**src/rtl/byte_insert_mask.sv**
```systemverilog
module byte_insert_mask #(
  parameter int AW = 16
) (
  input  logic          clk,
  input  logic          rst_n,
  input  logic          start,
  input  logic [3:0]    mask,
  input  logic [AW-1:0] base_addr,
  input  logic [31:0]   reg_in,
  output logic          rd_req,
  output logic [AW-1:0] rd_addr,
  input  logic          rd_valid,
  input  logic [7:0]    rd_data,
  output logic [31:0]   reg_out,
  output logic [1:0]    cc,
  output logic          done
);
  typedef enum logic [1:0] {S_IDLE, S_PROBE, S_FETCH} st_t;
  st_t st;

  logic [3:0]  pend, mask_q;
  logic [31:0] acc, old_q, acc_n;
  logic        nz, first_bit, seen;
  logic [1:0]  lane;
  logic [3:0]  pend_n;
  logic        nz_n, fb_n;
  logic [1:0]  cc_n;

  assign rd_req = (st != S_IDLE);

  always_comb begin
    if (pend[3])      lane = 2'd3;
    else if (pend[2]) lane = 2'd2;
    else if (pend[1]) lane = 2'd1;
    else              lane = 2'd0;
    acc_n = acc;
    acc_n[{lane, 3'b000} +: 8] = rd_data;
    pend_n = pend;
    pend_n[lane] = 1'b0;
    nz_n = nz | (|rd_data);
    fb_n = seen ? first_bit : rd_data[7];
    cc_n = nz_n ? (fb_n ? 2'd1 : 2'd2) : 2'd0;
  end

  always_ff @(posedge clk) begin
    if (!rst_n) begin
      st        <= S_IDLE;
      pend      <= '0;
      mask_q    <= '0;
      acc       <= '0;
      old_q     <= '0;
      nz        <= 1'b0;
      first_bit <= 1'b0;
      seen      <= 1'b0;
      rd_addr   <= '0;
      reg_out   <= '0;
      cc        <= '0;
      done      <= 1'b0;
    end else begin
      done <= 1'b0;
      case (st)
        S_IDLE: if (start) begin
          mask_q  <= mask;
          pend    <= mask;
          rd_addr <= base_addr;
          acc     <= reg_in;
          old_q   <= reg_in;
          nz      <= 1'b0;
          seen    <= 1'b0;
          st      <= (mask == 4'd0) ? S_PROBE : S_FETCH;
        end
        S_PROBE: if (rd_valid) begin
          st      <= S_IDLE;
          done    <= 1'b1;
          reg_out <= acc;
          cc      <= 2'd0;
        end
        S_FETCH: if (rd_valid) begin
          acc       <= acc_n;
          pend      <= pend_n;
          nz        <= nz_n;
          first_bit <= fb_n;
          seen      <= 1'b1;
          rd_addr   <= rd_addr + AW'(1);
          if (pend_n == 4'd0) begin
            st      <= S_IDLE;
            done    <= 1'b1;
            reg_out <= acc_n;
            cc      <= cc_n;
          end
        end
        default: st <= S_IDLE;
      endcase
    end
  end

  logic [31:0] keep_lanes;
  assign keep_lanes = {{8{~mask_q[3]}}, {8{~mask_q[2]}}, {8{~mask_q[1]}}, {8{~mask_q[0]}}};

  AST_VALID_ON_REQ: assert property (@(posedge clk) disable iff (!rst_n)
    rd_valid |-> rd_req);
  AST_REQ_HOLD: assert property (@(posedge clk) disable iff (!rst_n)
    (rd_req && !rd_valid) |=> (rd_req && $stable(rd_addr)));
  AST_ADDR_STEP: assert property (@(posedge clk) disable iff (!rst_n)
    (rd_req && rd_valid) |=> (done || rd_addr == $past(rd_addr) + AW'(1)));
  AST_DONE_PULSE: assert property (@(posedge clk) disable iff (!rst_n)
    done |=> !done);
  AST_OUT_HOLD: assert property (@(posedge clk) disable iff (!rst_n)
    !done |-> ($stable(reg_out) && $stable(cc)));
  AST_KEEP_LANES: assert property (@(posedge clk) disable iff (!rst_n)
    done |-> (((reg_out ^ old_q) & keep_lanes) == 32'd0));
  AST_ZERO_MASK_CC: assert property (@(posedge clk) disable iff (!rst_n)
    (done && mask_q == 4'd0) |-> (cc == 2'd0 && reg_out == old_q));
  AST_CC_LEGAL: assert property (@(posedge clk) disable iff (!rst_n)
    done |-> (cc != 2'd3));
endmodule

```
**config.mk**
```make
export PLATFORM = sky130hd
export DESIGN_NAME = byte_insert_mask
export DESIGN_NICKNAME = d
export VERILOG_FILES = /design/src/rtl/byte_insert_mask.sv
export SDC_FILE = /design/constraint.sdc
export NUM_CORES = 1
export LEC_CHECK = 0
export BUFFER_PORTS_ARGS = -buffer_cell sky130_fd_sc_hd__buf_4
export CORE_ASPECT_RATIO = 1.75
export CORE_UTILIZATION = 40
export CTS_CLUSTER_SIZE = 20
export DETAILED_ROUTE_END_ITERATION = 12
export GPL_TIMING_DRIVEN = 0
export PLACE_DENSITY = 0.65
export SLEW_MARGIN = 20
export SYNTH_ARGS = -nofsm -noshare
export SYNTH_HDL_FRONTEND = slang
export SYNTH_SLANG_ARGS = --single-unit
```
**constraint.sdc**
```tcl
create_clock -name clk -period 3 [get_ports clk]
set_input_delay 0.45 -clock clk [delete_from_list [all_inputs] [get_ports clk]]
set_output_delay 0.45 -clock clk [all_outputs]
set_load 0.005 [all_outputs]
```
==> results of run 1 <==
## state kept, by name, indices dropped and copies added (netlist names)
register	flops
done	1
reg_out	32
acc	32
st	2
rd_addr	16
seen	1
nz	1
cc	2
first_bit	1
pend	4
## worst max-delay path, delay by kind of cell (launching register included)
family / cells / cell delay [ps]
and+or+nand+nor: 3 / 490
AOI/OAI and AO/OA: 3 / 1000
DFF: 1 / 390
adders and majority gates: 1 / 210
buffers and inverters: 3 / 660
## logic make-up after synthesis
family          Yosys count
flops                    92
xor+xnor                  1
compound gates          251
fa+ha+maj                11
simple gates            198
buf+inv                  81
mux                       7
## synthesized netlist by cell type (13+ instances only)
| library cell | instances | area (µm²) |
|---|---|---|
| o21ai_0 | 24 | 120 |
| inv_1 | 18 | 67.6 |
| o22ai_1 | 17 | 106 |
| nand2_1 | 59 | 221 |
| a21oi_1 | 94 | 470 |
| and4_1 | 21 | 184 |
| clkbuf_1 | 38 | 143 |
| nor2b_1 | 19 | 119 |
| buf_2 | 13 | 65.1 |
| nor2_1 | 26 | 97.6 |
| dfxtp_1 | 92 | 1840 |
## power groups by stage
| stage | clock network, W | logic [W] | registers (W) |
|---|---|---|---|
| 6_report | 0.00134 | 0.00218 | 0.00163 |
| 5_1_grt | 0.00139 | 0.00236 | 0.00166 |
| 4_1_cts | 0.00134 | 0.00213 | 0.00163 |
| 3_5_place_dp | 0 | 0.00212 | 0.00165 |
| 3_3_place_gp | 0 | 0.00208 | 0.00164 |
| 2_1_floorplan | 0 | 0.00137 | 0.00161 |
## final cells by class
type	instances	area share (%)
plain buffers	62	4.50
clock buffers	10	3.40
multi-input cells	468	46.1
inverters	19	1.06
flip-flops and latches	92	27.4
repair buffers	114	12.7
clock inverters	6	1.65
well taps	171	3.18
## metal layers
layer  vias to the layer above  routed length [µm]
li1                       2690                   -
met3                        79                1220
met2                       273                9990
met1                      2817                7850
met5                         -                   0
met4                         0                1210
## metrics by stage
stage | cell area [µm²] | utilization [%]
global route | 6730 | 52.0
floorplan | 5290 | -
finish | 6730 | 52.0
CTS | 6710 | 51.9
detailed placement | 6360 | 49.2
global placement | 6360 | 49.2
## what timing repair did
action | 4_1_cts | 5_1_grt
resized for setup | 2 | 8
setup buffers | 0 | 0
pin swaps | 0 | 1
setup endpoints to repair | 15 | 36
## how the worst max path moves through the flow
stage / startpoint / end / slack [ps] / depth (start not counted)
finish: pend[1] / reg_out[27] / 160 / 10
global placement: pend[1] / reg_out[28] / -230 / 10
global route: pend[1] / reg_out[28] / 10 / 10
CTS: pend[3] / acc[16] / 30 / 10
detailed placement: pend[1] / acc[30] / -240 / 10
floorplan: pend[1] / reg_out[27] / 620 / 10
==> results.yml, run 1 <==
logic_synthesis:
  yosys.area_share.simple_pct: 21.0
  synth_xor_area_share_pct: 0.165
  synth.cell_area_um2: 5290
  synth_cell_types: 69
  async_flop_share_pct: 0
  avgSynthCellArea_um2: 8.26
  synth_fa_ha_area_share_pct: 2.60
  synthFlopType: "dfxtp_1"
  yosys_warnings: 0
  ys_ff_latch: 92
  synth_edf_count: 0
  ys_seq_area_share_pct: 34.8
  postSynthCellCount: 641
  synth_top_family_by_area: "compound AO/OA/AOI/OAI gates"
  synth_compound_area_share_pct: 33.1
  synthMuxAreaShare_pct: 1.37
  mappedNetlistNets: 716
final_layout:
  n_antenna_cell: 0
  final_cell_mix: "buf_4, a21oi_1, dfxtp_1, nand2_1, clkbuf_1"
  fill_cells: 1319
  drive_gt1_share_pct: 24.8
  multiInputGateArea_um2: 3100
  register_area_um2: 1840
  fin_nets: 841
  syn_to_final_growth_pct: 27.1
  layout_commonest_cell: "buf_4"
  final_cell_count_no_fill: 942
sta:
  grt_setup_unrepaired: "false"
  hold_viol: 0
  hold_slack_ps: 371
  finalCritPeriodShare_pct: 94.8
  max_freq_mhz: 352
  fin_skew_ps: 5.85
  slew_viol_final: 0
  slew_headroom_pct: 42.3
  setup_tns_ps: 0
  fin_ws_ps: 156
  setup_viol: 0
  tightestPinTransition_ps: 862
  min_period_ps: 2840
worst_setup_path:
  crit_path_frequent_cell: "nor2b_1"
  path_cells: "nor2b_1 -> clkbuf_2 -> nor2_2 -> inv_1 -> ha_1 -> nor2b_1 -> o31ai_4 -> a21oi_2 -> buf_2 -> a22o_1"
  critPathRequiredTime_ps: 3250
  timing.critical_path.fanout_max: 10
  slowest_stage: "o31ai_4"
  startpoint_type: "flip-flop"
  r2r_slack_ps: 160
  r2r_end: "reg_out[27]"
  end_kind: "flip-flop"
  critical_path_class: "flip-flop to flip-flop"
  r2r-start: "pend[1]"
  r2r.worst_path.cells: 10
  cp.arrival_ps: 3090
  cp_slowest_stage_delay_ps: 550
run_status:
  outcome: "finished, final reports clean"
power:
  seq_power_share_pct: 31.7
  p_leak_nw: 2.67
  peakVddDrop_mv: 0.358
  p_total_w: 0.00516
  net-switching-power_w: 0.00205
  clockPowerShare_pct: 26.0
  p_int_w: 0.00311
  p_per_area_nw_per_um2: 766
  swShare_pct: 39.7
  pwr-share-comb_pct: 42.4
place:
  place_congestion: 0.934
  portBuffers: 114
  place_ws_ps: -236
  place_hpwl_um: 15000
  post-place-cells: 926
detailed_routing:
  drcViolationCount: 0
  viasPerCell: 6.22
  drt.antenna.violating_nets: 0
  wl_per_cell_um: 21.5
  drtIter0Drc: 554
  routed_wl_um: 20300
  firstDrtPassIters: 5
  vias: 5859
floorplanning:
  num_rows: 55
  die_w_um: 89.0
  die_area_um2: 13700
  die_h_um: 154
  ios: 116
  core_area_um2: 12900
  start_util_pct: 40.9
hold_path:
  worstHoldPathType: "input pin to flip-flop"
  min-delay-start: "mask[2]"
  holdPathEnd: "pend[2]"
  hold_path_depth: 3
grt:
  top_usage_layer: "met2"
  grt_pass1_wl_um: 31000
  first_global_vias: 5843
  antenna_found_initial: 0
  grt_util_all_layers_pct: 30.1
  use_met1_pct: 35.7
  groute.layer.met2.usage_pct: 49.9
  grt_overflow: 0
  grt_max_degree: 16
  grt_use_met3_pct: 4.59
clock_network:
  hold_buffers: 0
  root_buffer: "clkbuf_16"
  tritoncts: "built"
  path_clk_slew_ps: 70
  cts.path.max_buffers: 2
  cts_max_level: 3
  clk_latency_ps: 350
  clock_sinks: 92
  cts_made_buffers: 9
job:
  maxCapViolCount: 0
No activity file was read; power rests on OpenSTA's default activity.
==> run 2: changes to the inputs <==
Settings changed: BUFFER_PORTS_ARGS -buffer_cell sky130_fd_sc_hd__buf_4 to not set, DONT_BUFFER_PORTS set to 1, PLACE_DENSITY 0.65 to 0.57.
==> results.yml, run 2 (synthesis gave the netlist of run 1 again) <==
worst_setup_path:
  critical_path_class: "flip-flop to flip-flop"
  end_kind: "flip-flop"
  timing.critical_path.fanout_max: 10
  cp.arrival_ps: 3100
  critPathRequiredTime_ps: 3270
  startpoint_type: "flip-flop"
place:
  place_area_um2: 5510
  portBuffers: 0
  place_hpwl_um: 14900
  place_congestion: 0.909
sta:
  tightestPinTransition_ps: 936
  max_freq_mhz: 354
  slew_viol_final: 0
  hold_slack_ps: 234
  setup_tns_ps: 0
  slew_headroom_pct: 37.4
  min_period_ps: 2820
  setup_viol: 0
  hold_viol: 0
  finalCritPeriodShare_pct: 94.1
  fin_skew_ps: 9.95
grt:
  grt_util_all_layers_pct: 29.8
  grt_overflow: 0
  first_global_vias: 5316
  grt_max_degree: 18
  antenna_found_initial: 1
  grt_pass1_wl_um: 30300
clock_network:
  path_clk_slew_ps: 70
  clk_latency_ps: 360
  tritoncts: "built"
  cts_made_buffers: 9
  clock_sinks: 92
  root_buffer: "clkbuf_16"
  cts.path.max_buffers: 2
  cts_max_level: 3
  hold_buffers: 0
final_layout:
  fill_cells: 1347
  reg.largest.list: "acc: 32 flops, reg_out: 32 flops, rd_addr: 16 flops"
  register_area_um2: 1840
  multiInputGateArea_um2: 3100
  layout_commonest_cell: "a21oi_1"
  drive_gt1_share_pct: 12.2
  final_area_um2: 5840
  final_cell_mix: "a21oi_1, dfxtp_1, nand2_1, clkbuf_1, nor2_1"
  syn_to_final_growth_pct: 10.3
  final_core_util_pct: 45.1
  fin_nets: 728
hold_path:
  worstHoldPathType: "input pin to flip-flop"
detailed_routing:
  drtIter0Drc: 373
  viasPerCell: 6.48
  drt.antenna.violating_nets: 0
  routed_wl_um: 20300
  vias: 5376
  wl_per_cell_um: 24.4
  drcViolationCount: 0
  firstDrtPassIters: 6
floorplanning:
  num_rows: 55
  start_util_pct: 40.9
  core_area_um2: 12900
  ios: 116
  die_area_um2: 13700
  die_w_um: 89.0
  die_h_um: 154
power:
  peakVddDrop_mv: 0.330
  p_leak_nw: 2.08
  p_per_area_nw_per_um2: 806
job:
  maxCapViolCount: 0
run_status:
  outcome: "finished, final reports clean"
## run 2: cell types whose count changed in the layout (fill, tap and decap cells not counted), sizes merged
cell    previous run  this run
buf              138        25
clkinv             1         5
bufinv             3         0
diode              0         1
inv               20        19
## run 2: area by class of cell
cell class	instances	area share, %
inverter	19	1.22
clock inverter	6	0.686
buffer	61	5.14
antenna	1	0.0429
tap	171	3.67
multi-input combinational	468	53.1
sequential	92	31.6
clock buffer	10	4.09
timing repair buffer	2	0.472
## run 2: critical path: stages, from the launching register on
cell      delay (ps)
dfxtp_1          390
nor2b_1          250
clkbuf_2         270
nor2_1           140
inv_1            140
ha_2             340
nor4b_2          380
a21boi_4         330
buf_4            220
a21oi_1          100
o22ai_1          170
## run 2: worst paths after layout
check           from       to  slack [ps]  cells after the start
max reg2reg  pend[1]  acc[27]         180                     10
min          mask[2]  pend[2]         230                      2
max          pend[1]  acc[27]         180                     10
min reg2reg    st[0]    st[0]         490                      2
## run 2: where the power goes
group          leakage [nW]  internal (W)  switching, W
sequential            0.754       0.00145      0.000201
clock                 0.138      0.000584      0.000525
combinational          1.19      0.000679       0.00126
total                  2.08       0.00271       0.00199
## run 2: through the flow
stage | power [W] | setup slack [ps] | cells
final | 0.00470 | 178 | 830
after global routing | 0.00492 | -8.99 | 830
after CTS | 0.00466 | 35.2 | 827
after detailed placement | 0.00356 | -261 | 812
after global placement | 0.00352 | -283 | 812
after floorplan | 0.00298 | 618 | 641
## run 2: repair_timing
action | CTS | global route
pin swaps | 0 | 1
resized for setup | 2 | 8
setup endpoints to repair | 25 | 28
setup buffers | 0 | 2
cloned | 0 | 0
## run 2: layer usage
metal	GRT usage (%)	vias up	wire (µm)
li1	-	2470	-
met1	33.0	2583	7690
met2	52.1	257	10400
met3	5.23	66	1310
met4	16.9	0	865
met5	0	-	0
